`src/rtl/sfl_pkg.sv`:
```
package sfl_pkg;

  typedef enum logic [2:0] {
    PH_IDLE = 3'd0,
    PH_CMD  = 3'd1,
    PH_ADDR = 3'd2,
    PH_DUM  = 3'd3,
    PH_WR   = 3'd4,
    PH_RD   = 3'd5
  } phase_e;

  // Phase that follows p, given which optional phases are enabled.
  function automatic phase_e phase_after(phase_e p, logic has_addr, logic has_dum,
                                         logic has_wr, logic has_rd);
    phase_e n;
    n = PH_IDLE;
    if (has_rd && (p != PH_RD)) n = PH_RD;
    if (has_wr && (p inside {PH_CMD, PH_ADDR, PH_DUM})) n = PH_WR;
    if (has_dum && (p inside {PH_CMD, PH_ADDR})) n = PH_DUM;
    if (has_addr && (p == PH_CMD)) n = PH_ADDR;
    return n;
  endfunction

endpackage

```
`src/rtl/sfl_edge_gen.sv`:
```
module sfl_edge_gen #(
  parameter int HALF = 2
) (
  input  logic clk,
  input  logic rst_n,
  input  logic en_i,
  output logic tick_o
);
  localparam int CW = (HALF > 1) ? $clog2(HALF) : 1;

  logic [CW-1:0] cnt_q, cnt_d;
  logic          wrap;

  assign wrap   = (cnt_q == CW'(HALF - 1));
  assign tick_o = en_i && wrap;

  always_comb begin
    cnt_d = cnt_q;
    if (!en_i)     cnt_d = '0;
    else if (wrap) cnt_d = '0;
    else           cnt_d = cnt_q + CW'(1);
  end

  always_ff @(posedge clk or negedge rst_n) begin
    if (!rst_n) cnt_q <= '0;
    else        cnt_q <= cnt_d;
  end
endmodule

```
`src/rtl/sfl_rx_shift.sv`:
```
module sfl_rx_shift #(
  parameter int DATA_W = 32
) (
  input  logic              clk,
  input  logic              rst_n,
  input  logic              clr_i,
  input  logic              sample_i,
  input  logic              miso_i,
  output logic [DATA_W-1:0] data_o
);
  logic [DATA_W-1:0] sh_q, sh_d;
  logic              sh_en;

  assign sh_en  = clr_i || sample_i;
  assign data_o = sh_q;

  always_comb begin
    if (clr_i) sh_d = '0;
    else       sh_d = {sh_q[DATA_W-2:0], miso_i};
  end

  always_ff @(posedge clk or negedge rst_n) begin
    if (!rst_n)     sh_q <= '0;
    else if (sh_en) sh_q <= sh_d;
  end
endmodule

```
`src/rtl/sfl_phase_ctrl.sv`:
```
module sfl_phase_ctrl
  import sfl_pkg::*;
#(
  parameter int ADDR_W  = 32,
  parameter int DATA_W  = 32,
  parameter int DUMMY_W = 8,
  parameter int ALW     = 6,
  parameter int LW      = 6,
  parameter int CNT_W   = 9
) (
  input  logic               clk,
  input  logic               rst_n,
  input  logic               start_i,
  input  logic               tick_i,
  input  logic [7:0]         cmd_i,
  input  logic [ADDR_W-1:0]  addr_i,
  input  logic [ALW-1:0]     addr_len_i,
  input  logic [DUMMY_W-1:0] dummy_base_i,
  input  logic [DUMMY_W-1:0] dummy_extra_i,
  input  logic [DATA_W-1:0]  wdata_i,
  input  logic [LW-1:0]      wlen_i,
  input  logic [LW-1:0]      rlen_i,
  output logic               busy_o,
  output logic               accept_o,
  output logic               sample_o,
  output logic               done_o,
  output logic               sclk_o,
  output logic               mosi_o
);
  localparam int AIW = (ADDR_W > 1) ? $clog2(ADDR_W) : 1;
  localparam int DIW = (DATA_W > 1) ? $clog2(DATA_W) : 1;

  // Latched request
  logic [7:0]         cmd_q;
  logic [ADDR_W-1:0]  addr_q;
  logic [ALW-1:0]     alen_q;
  logic [DUMMY_W:0]   dum_q;
  logic [DATA_W-1:0]  wdata_q;
  logic [LW-1:0]      wlen_q, rlen_q;
  logic [DUMMY_W:0]   dum_sum;

  // Sequencing state
  phase_e             ph_q, ph_d, ph_nx;
  logic [CNT_W-1:0]   bit_q, bit_d;
  logic               sclk_q, sclk_d;
  logic               done_q, done_d;
  logic               has_addr, has_dum, has_wr, has_rd;

  assign dum_sum  = {1'b0, dummy_base_i} + {1'b0, dummy_extra_i};
  assign accept_o = start_i && (ph_q == PH_IDLE);
  assign busy_o   = (ph_q != PH_IDLE);
  assign sclk_o   = sclk_q;
  assign done_o   = done_q;
  assign sample_o = tick_i && !sclk_q && (ph_q == PH_RD);

  assign has_addr = (alen_q != '0);
  assign has_wr   = (wlen_q != '0);
  assign has_rd   = (rlen_q != '0);
  assign has_dum  = (dum_q != '0) && has_rd;
  assign ph_nx    = phase_after(ph_q, has_addr, has_dum, has_wr, has_rd);

  function automatic logic [CNT_W-1:0] last_idx(phase_e p);
    logic [CNT_W-1:0] l;
    case (p)
      PH_ADDR: l = CNT_W'(alen_q);
      PH_DUM:  l = CNT_W'(dum_q);
      PH_WR:   l = CNT_W'(wlen_q);
      PH_RD:   l = CNT_W'(rlen_q);
      default: l = CNT_W'(8);
    endcase
    return l - CNT_W'(1);
  endfunction

  always_comb begin
    case (ph_q)
      PH_CMD:  mosi_o = cmd_q[bit_q[2:0]];
      PH_ADDR: mosi_o = addr_q[bit_q[AIW-1:0]];
      PH_WR:   mosi_o = wdata_q[bit_q[DIW-1:0]];
      default: mosi_o = 1'b0;
    endcase
  end

  always_ff @(posedge clk or negedge rst_n) begin
    if (!rst_n) begin
      cmd_q   <= '0;
      addr_q  <= '0;
      alen_q  <= '0;
      dum_q   <= '0;
      wdata_q <= '0;
      wlen_q  <= '0;
      rlen_q  <= '0;
    end else if (accept_o) begin
      cmd_q   <= cmd_i;
      addr_q  <= addr_i;
      alen_q  <= addr_len_i;
      dum_q   <= dum_sum;
      wdata_q <= wdata_i;
      wlen_q  <= wlen_i;
      rlen_q  <= rlen_i;
    end
  end

  always_comb begin
    ph_d   = ph_q;
    bit_d  = bit_q;
    sclk_d = sclk_q;
    done_d = 1'b0;
    if (accept_o) begin
      ph_d   = PH_CMD;
      bit_d  = CNT_W'(7);
      sclk_d = 1'b0;
    end else if (busy_o && tick_i) begin
      if (!sclk_q) begin
        sclk_d = 1'b1;
      end else begin
        sclk_d = 1'b0;
        if (bit_q != '0) begin
          bit_d = bit_q - CNT_W'(1);
        end else begin
          ph_d  = ph_nx;
          bit_d = last_idx(ph_nx);
          if (ph_nx == PH_IDLE) done_d = 1'b1;
        end
      end
    end
  end

  always_ff @(posedge clk or negedge rst_n) begin
    if (!rst_n) begin
      ph_q   <= PH_IDLE;
      bit_q  <= '0;
      sclk_q <= 1'b0;
      done_q <= 1'b0;
    end else begin
      ph_q   <= ph_d;
      bit_q  <= bit_d;
      sclk_q <= sclk_d;
      done_q <= done_d;
    end
  end
endmodule

```
`src/rtl/sfl_phase_seq.sv`:
```
module sfl_phase_seq #(
  parameter int ADDR_W  = 32,
  parameter int DATA_W  = 32,
  parameter int DUMMY_W = 8,
  parameter int HALF    = 2,
  localparam int ALW    = $clog2(ADDR_W + 1),
  localparam int LW     = $clog2(DATA_W + 1)
) (
  input  logic               clk,
  input  logic               rst_n,
  input  logic               start,
  input  logic [7:0]         cmd,
  input  logic [ADDR_W-1:0]  addr,
  input  logic [ALW-1:0]     addr_len,
  input  logic [DUMMY_W-1:0] dummy_base,
  input  logic [DUMMY_W-1:0] dummy_extra,
  input  logic [DATA_W-1:0]  wr_data,
  input  logic [LW-1:0]      wr_len,
  input  logic [LW-1:0]      rd_len,
  output logic               busy,
  output logic               done,
  output logic [DATA_W-1:0]  rx_data,
  output logic               cs_n,
  output logic               sclk,
  output logic               mosi,
  input  logic               miso
);
  localparam int W_A   = (ADDR_W > 1) ? $clog2(ADDR_W) : 1;
  localparam int W_D   = (DATA_W > 1) ? $clog2(DATA_W) : 1;
  localparam int W_AD  = (W_A > W_D) ? W_A : W_D;
  localparam int W_DM  = DUMMY_W + 1;
  localparam int W_M   = (W_AD > W_DM) ? W_AD : W_DM;
  localparam int CNT_W = (W_M > 3) ? W_M : 3;

  logic tick, accept, sample;

  sfl_edge_gen #(.HALF(HALF)) i_edge (
    .clk    (clk),
    .rst_n  (rst_n),
    .en_i   (busy),
    .tick_o (tick)
  );

  sfl_phase_ctrl #(
    .ADDR_W (ADDR_W), .DATA_W (DATA_W), .DUMMY_W (DUMMY_W),
    .ALW (ALW), .LW (LW), .CNT_W (CNT_W)
  ) i_ctrl (
    .clk           (clk),
    .rst_n         (rst_n),
    .start_i       (start),
    .tick_i        (tick),
    .cmd_i         (cmd),
    .addr_i        (addr),
    .addr_len_i    (addr_len),
    .dummy_base_i  (dummy_base),
    .dummy_extra_i (dummy_extra),
    .wdata_i       (wr_data),
    .wlen_i        (wr_len),
    .rlen_i        (rd_len),
    .busy_o        (busy),
    .accept_o      (accept),
    .sample_o      (sample),
    .done_o        (done),
    .sclk_o        (sclk),
    .mosi_o        (mosi)
  );

  sfl_rx_shift #(.DATA_W(DATA_W)) i_rx (
    .clk      (clk),
    .rst_n    (rst_n),
    .clr_i    (accept),
    .sample_i (sample),
    .miso_i   (miso),
    .data_o   (rx_data)
  );

  assign cs_n = !busy;
endmodule

```
`config.mk`:
```
export PLATFORM = sky130hd
export DESIGN_NAME = sfl_phase_seq
export DESIGN_NICKNAME = d
export VERILOG_FILES = /design/src/rtl/sfl_pkg.sv /design/src/rtl/sfl_edge_gen.sv /design/src/rtl/sfl_rx_shift.sv /design/src/rtl/sfl_phase_ctrl.sv /design/src/rtl/sfl_phase_seq.sv
export SDC_FILE = /design/constraint.sdc
export NUM_CORES = 1
export LEC_CHECK = 0
export ABC_AREA = 1
export BUFFER_PORTS_ARGS = -buffer_cell sky130_fd_sc_hd__buf_2
export CORE_ASPECT_RATIO = 0.7
export CORE_MARGIN = 2
export CORE_UTILIZATION = 35
export DETAILED_ROUTE_END_ITERATION = 12
export SETUP_SLACK_MARGIN = 0.02
export SLEW_MARGIN = 20
export SYNTH_ARGS = -nofsm -noshare
export SYNTH_HDL_FRONTEND = slang
export SYNTH_HIERARCHICAL = 1
export SYNTH_SLANG_ARGS = --single-unit
```
`constraint.sdc`:
```
create_clock -name clk -period 5.95 [get_ports clk]
set_input_delay 1.4875 -clock clk [delete_from_list [all_inputs] [get_ports clk]]
set_output_delay 1.4875 -clock clk [all_outputs]
set_load 0.02 [all_outputs]
```
==> results.tsv <==
stage	metric	value	unit
run_status	run_status	complete, no violations	
clocking	htreeDepth	4	
synthesis	syn_inst	940	
sta	post-route-period-util	0.700	
clocking	cts_buffers	17	
detailed_routing	vias_per_cell	4.75	
synthesis	synthAdderAreaFrac	0.0184	
pwr	power.density	246	nW/µm²
clocking	cts.sinks	146	
clocking	post-cts-setup-buffers	0	
synthesis	synth_cell_type_count	36	
synthesis	synth_area_per_cell	7.66	µm²
cells_and_area	drive_above_1_share	0.201	
synthesis	synthMuxAreaShare	0	
sta	slew_violations	0	
place	post-place-ws	2.24	ns
floorplanning	start_util	0.360	
cells_and_area	areaGrowthSynthToFinish	20.8	%
synthesis	synth-simple-area-share	0.342	
sta	worst_slew_pin_slew	1.06	ns
sta	setup_viol	0	
pwr	swShare	0.228	
cells_and_area	fill_cells	2083	
clocking	ctsResizeCount	0	
setup_path	path_cells	inv_1, o21ai_0, o22ai_1, o211ai_1, nand3_1, nand2_1, a21oi_1, nand3b_1, buf_2	
cells_and_area	finalNetCount	1184	
floorplanning	die-area	21800	µm²
setup_path	slowest_delay	0.74	ns
hold_path	hp-class	reg -> reg	
clocking	cts_tree	built	
setup_path	cp-start-kind	flip-flop	
clocking	cts_root_buffer	clkbuf_16	
detailed_routing	totalWireLength	19100	µm
clocking	cts_max_path_buffers	2	
sta	rsz0062_at_grt	false	
sta	tns	0	ns
sta	clock_skew	0.0127	ns
pwr	clkPwrFrac	0.499	
floorplanning	die_y	124	µm
pwr	seqPwrFrac	0.464	
setup_path	end_kind	output port	
pwr	power.switching	0.487	mW
synthesis	synth_warnings	6	
setup_path	arrival	2.68	ns
sta	slew_headroom	0.295	
detailed_routing	drtPass1Iterations	5	
flow_run	drv_cap	0	
setup_path	reg2reg_slack	2.75	ns
setup_path	crit_type	reg -> out	
detailed_routing	drt-initial-drc-count	634	
cells_and_area	final_common_cell	nand2_1	
synthesis	synth_top_family_by_area	simple AND/OR/NAND/NOR gates	
pwr	internal_power	1.65	mW
global_route	grt_pass1_wl	30800	µm
cells_and_area	final_cell_mix	nand2_1, dfrtp_1, buf_2, nand3_1, nor2_1	
sta	setup_ws	1.79	ns
pwr	power_frac_comb	0.037	
synthesis	seq_area_frac_synth	0.507	
place	gp_congestion	0.851	
setup_path	path_max_fanout	20	
global_route	grt_pass1_vias	5808	
synthesis	synthTopCellsByArea	dfrtp_1, nand2_1, nand3_1	
synthesis	synth_compound_area_frac	0.0749	
synthesis	synth-xor-area-share	0.00365	
sta	period_minus_slack	4.16	ns
sta	fmax	240	MHz
global_route	grt_usage	0.180	
detailed_routing	wl_per_cell	14.2	µm
setup_path	cp_slowest_cell	dfrtp_1	
floorplanning	core	20000	µm²
global_route	grt_max_degree	108	
synthesis	synth_nets	1060	
cells_and_area	antenna_cells	0	
sta	finalHoldViolations	0	
global_route	antenna_found_initial	0	
setup_path	cp_data_required_time	4.46	ns
floorplanning	core.rowCount	43	
synthesis	yosysTopAreaCell	dfrtp_1	
global_route	gr-total-overflow	0	
floorplanning	ioPinCount	147	
detailed_routing	num_vias	6395	
pwr	p_leak	4.86	nW
detailed_routing	drc_errors	0	
clocking	hold_buffers	0	
place	port_buffers	146	
synthesis	synth_top_area_share	0.507	
pwr	ir_drop	0.181	mV
floorplanning	die_x	175	µm
clocking	clk_latency	0.42	ns
synthesis	syn-cell-area	7200	µm²
clocking	clk_pin_slew_worst_paths	0.06	ns
synthesis	synth-seq-cells	146	
place	dp_hpwl	13400	µm
detailed_routing	final_antenna_net_count	0	
state kept, by name (all words and copies together), names as in the netlist, 3 cells and up:
name	count
i_ctrl/addr_q	32
i_ctrl/wdata_q	32
i_ctrl/cmd_q	8
i_ctrl/bit_q	9
i_ctrl/dum_q	9
i_ctrl/alen_q	6
i_rx/data_o	32
i_ctrl/wlen_q	6
i_ctrl/ph_q	3
i_ctrl/rlen_q	6
synthesized netlist by cell type:
cell type and n:
nand2_1 420, dfrtp_1 146, nand3_1 76, nor2_1 74, o21ai_0 46, inv_1 40, clkbuf_1 32, o22ai_1 12
buf_2 9, ha_1 9, o221ai_1 7, a21oi_1 6, inv_2 6, nor2_2 6, nand3_2 5, nor2_4 5
buf_6 4, nand2_2 4, nand4_1 4, o211ai_1 3, o21ai_1 3, xor2_1 3, a21oi_2 2, a22oi_1 2
buf_1 2, nand3b_1 2, nor3_1 2, o31ai_1 2, a211oi_1 1, a21oi_4 1, a31o_2 1, a32oi_1 1
fa_1 1, nor4_1 1, o21a_1 1, o21ai_2 1
cell type report:
| type | instances | area [µm²] | area share |
|---|---|---|---|
| inverters | 46 | 173 | 0.0198 |
| repair buffers | 152 | 782 | 0.0899 |
| flip-flops and latches | 146 | 3650 | 0.420 |
| clock buffers | 18 | 429 | 0.0493 |
| multi-input cells | 701 | 3170 | 0.365 |
| well taps | 270 | 338 | 0.0388 |
| clock inverters | 13 | 153 | 0.0175 |
cells by family (layout without fill, tap and decap cells):
| family | count (synthesis) | in the layout |
|---|---|---|
| compound gates | 89 | 89 |
| xor+xnor | 3 | 3 |
| fa+ha+maj | 10 | 10 |
| buf+inv | 93 | 229 |
| flops | 146 | 146 |
| simple gates | 599 | 599 |
power by group through the flow:
stage	Clock [mW]	Sequential, mW	Combinational [mW]
2_1_floorplan	0	1.01	0.0191
3_3_place_gp	0	1.01	0.0794
3_5_place_dp	0	1.01	0.0803
4_1_cts	1.09	0.992	0.0806
5_1_grt	1.14	0.992	0.0920
6_report	1.07	0.993	0.0782
critical path: cells and delay by family, from the launching register on:
family,cells,cell delay [ns]
AOI/OAI and AO/OA,4,0.52
buffers and inverters,2,0.62
DFF,1,0.74
and+or+nand+nor,3,0.37
stage by stage:
stage                     total power, mW  cell area (µm²)   util  hold slack (ns)  cells
after global placement               1.09             8120  0.406            0.433   1315
after CTS                            2.16             8700  0.435            0.439   1346
after detailed placement             1.09             8120  0.406            0.427   1315
after floorplan                      1.03             7200      -            0.414    940
final                                2.14             8700  0.435            0.434   1346
after global routing                 2.22             8700  0.435            0.449   1346
routing by layer:
metal  up-vias  part of all wire  GRT usage
met4         0            0.0056     0.0341
met2       211              0.38      0.233
met5         -                 0          0
li1       3251                 -          -
met3         9             0.065     0.0385
met1      2924              0.55      0.297
final timing paths:
check                           startpoint               end  cells after the start
hold reg to reg               i_edge/cnt_q      i_edge/cnt_q                      1
hold / removal                i_edge/cnt_q      i_edge/cnt_q                      1
setup reg to reg           i_ctrl/bit_q[0]   i_ctrl/bit_q[8]                     12
setup / recovery           i_ctrl/bit_q[1]              mosi                      9
min in group asynchronous            rst_n   i_rx/data_o[24]                      1
max in group asynchronous            rst_n  i_ctrl/addr_q[2]                      2
Note: power is estimated with default switching activity, not from simulation.
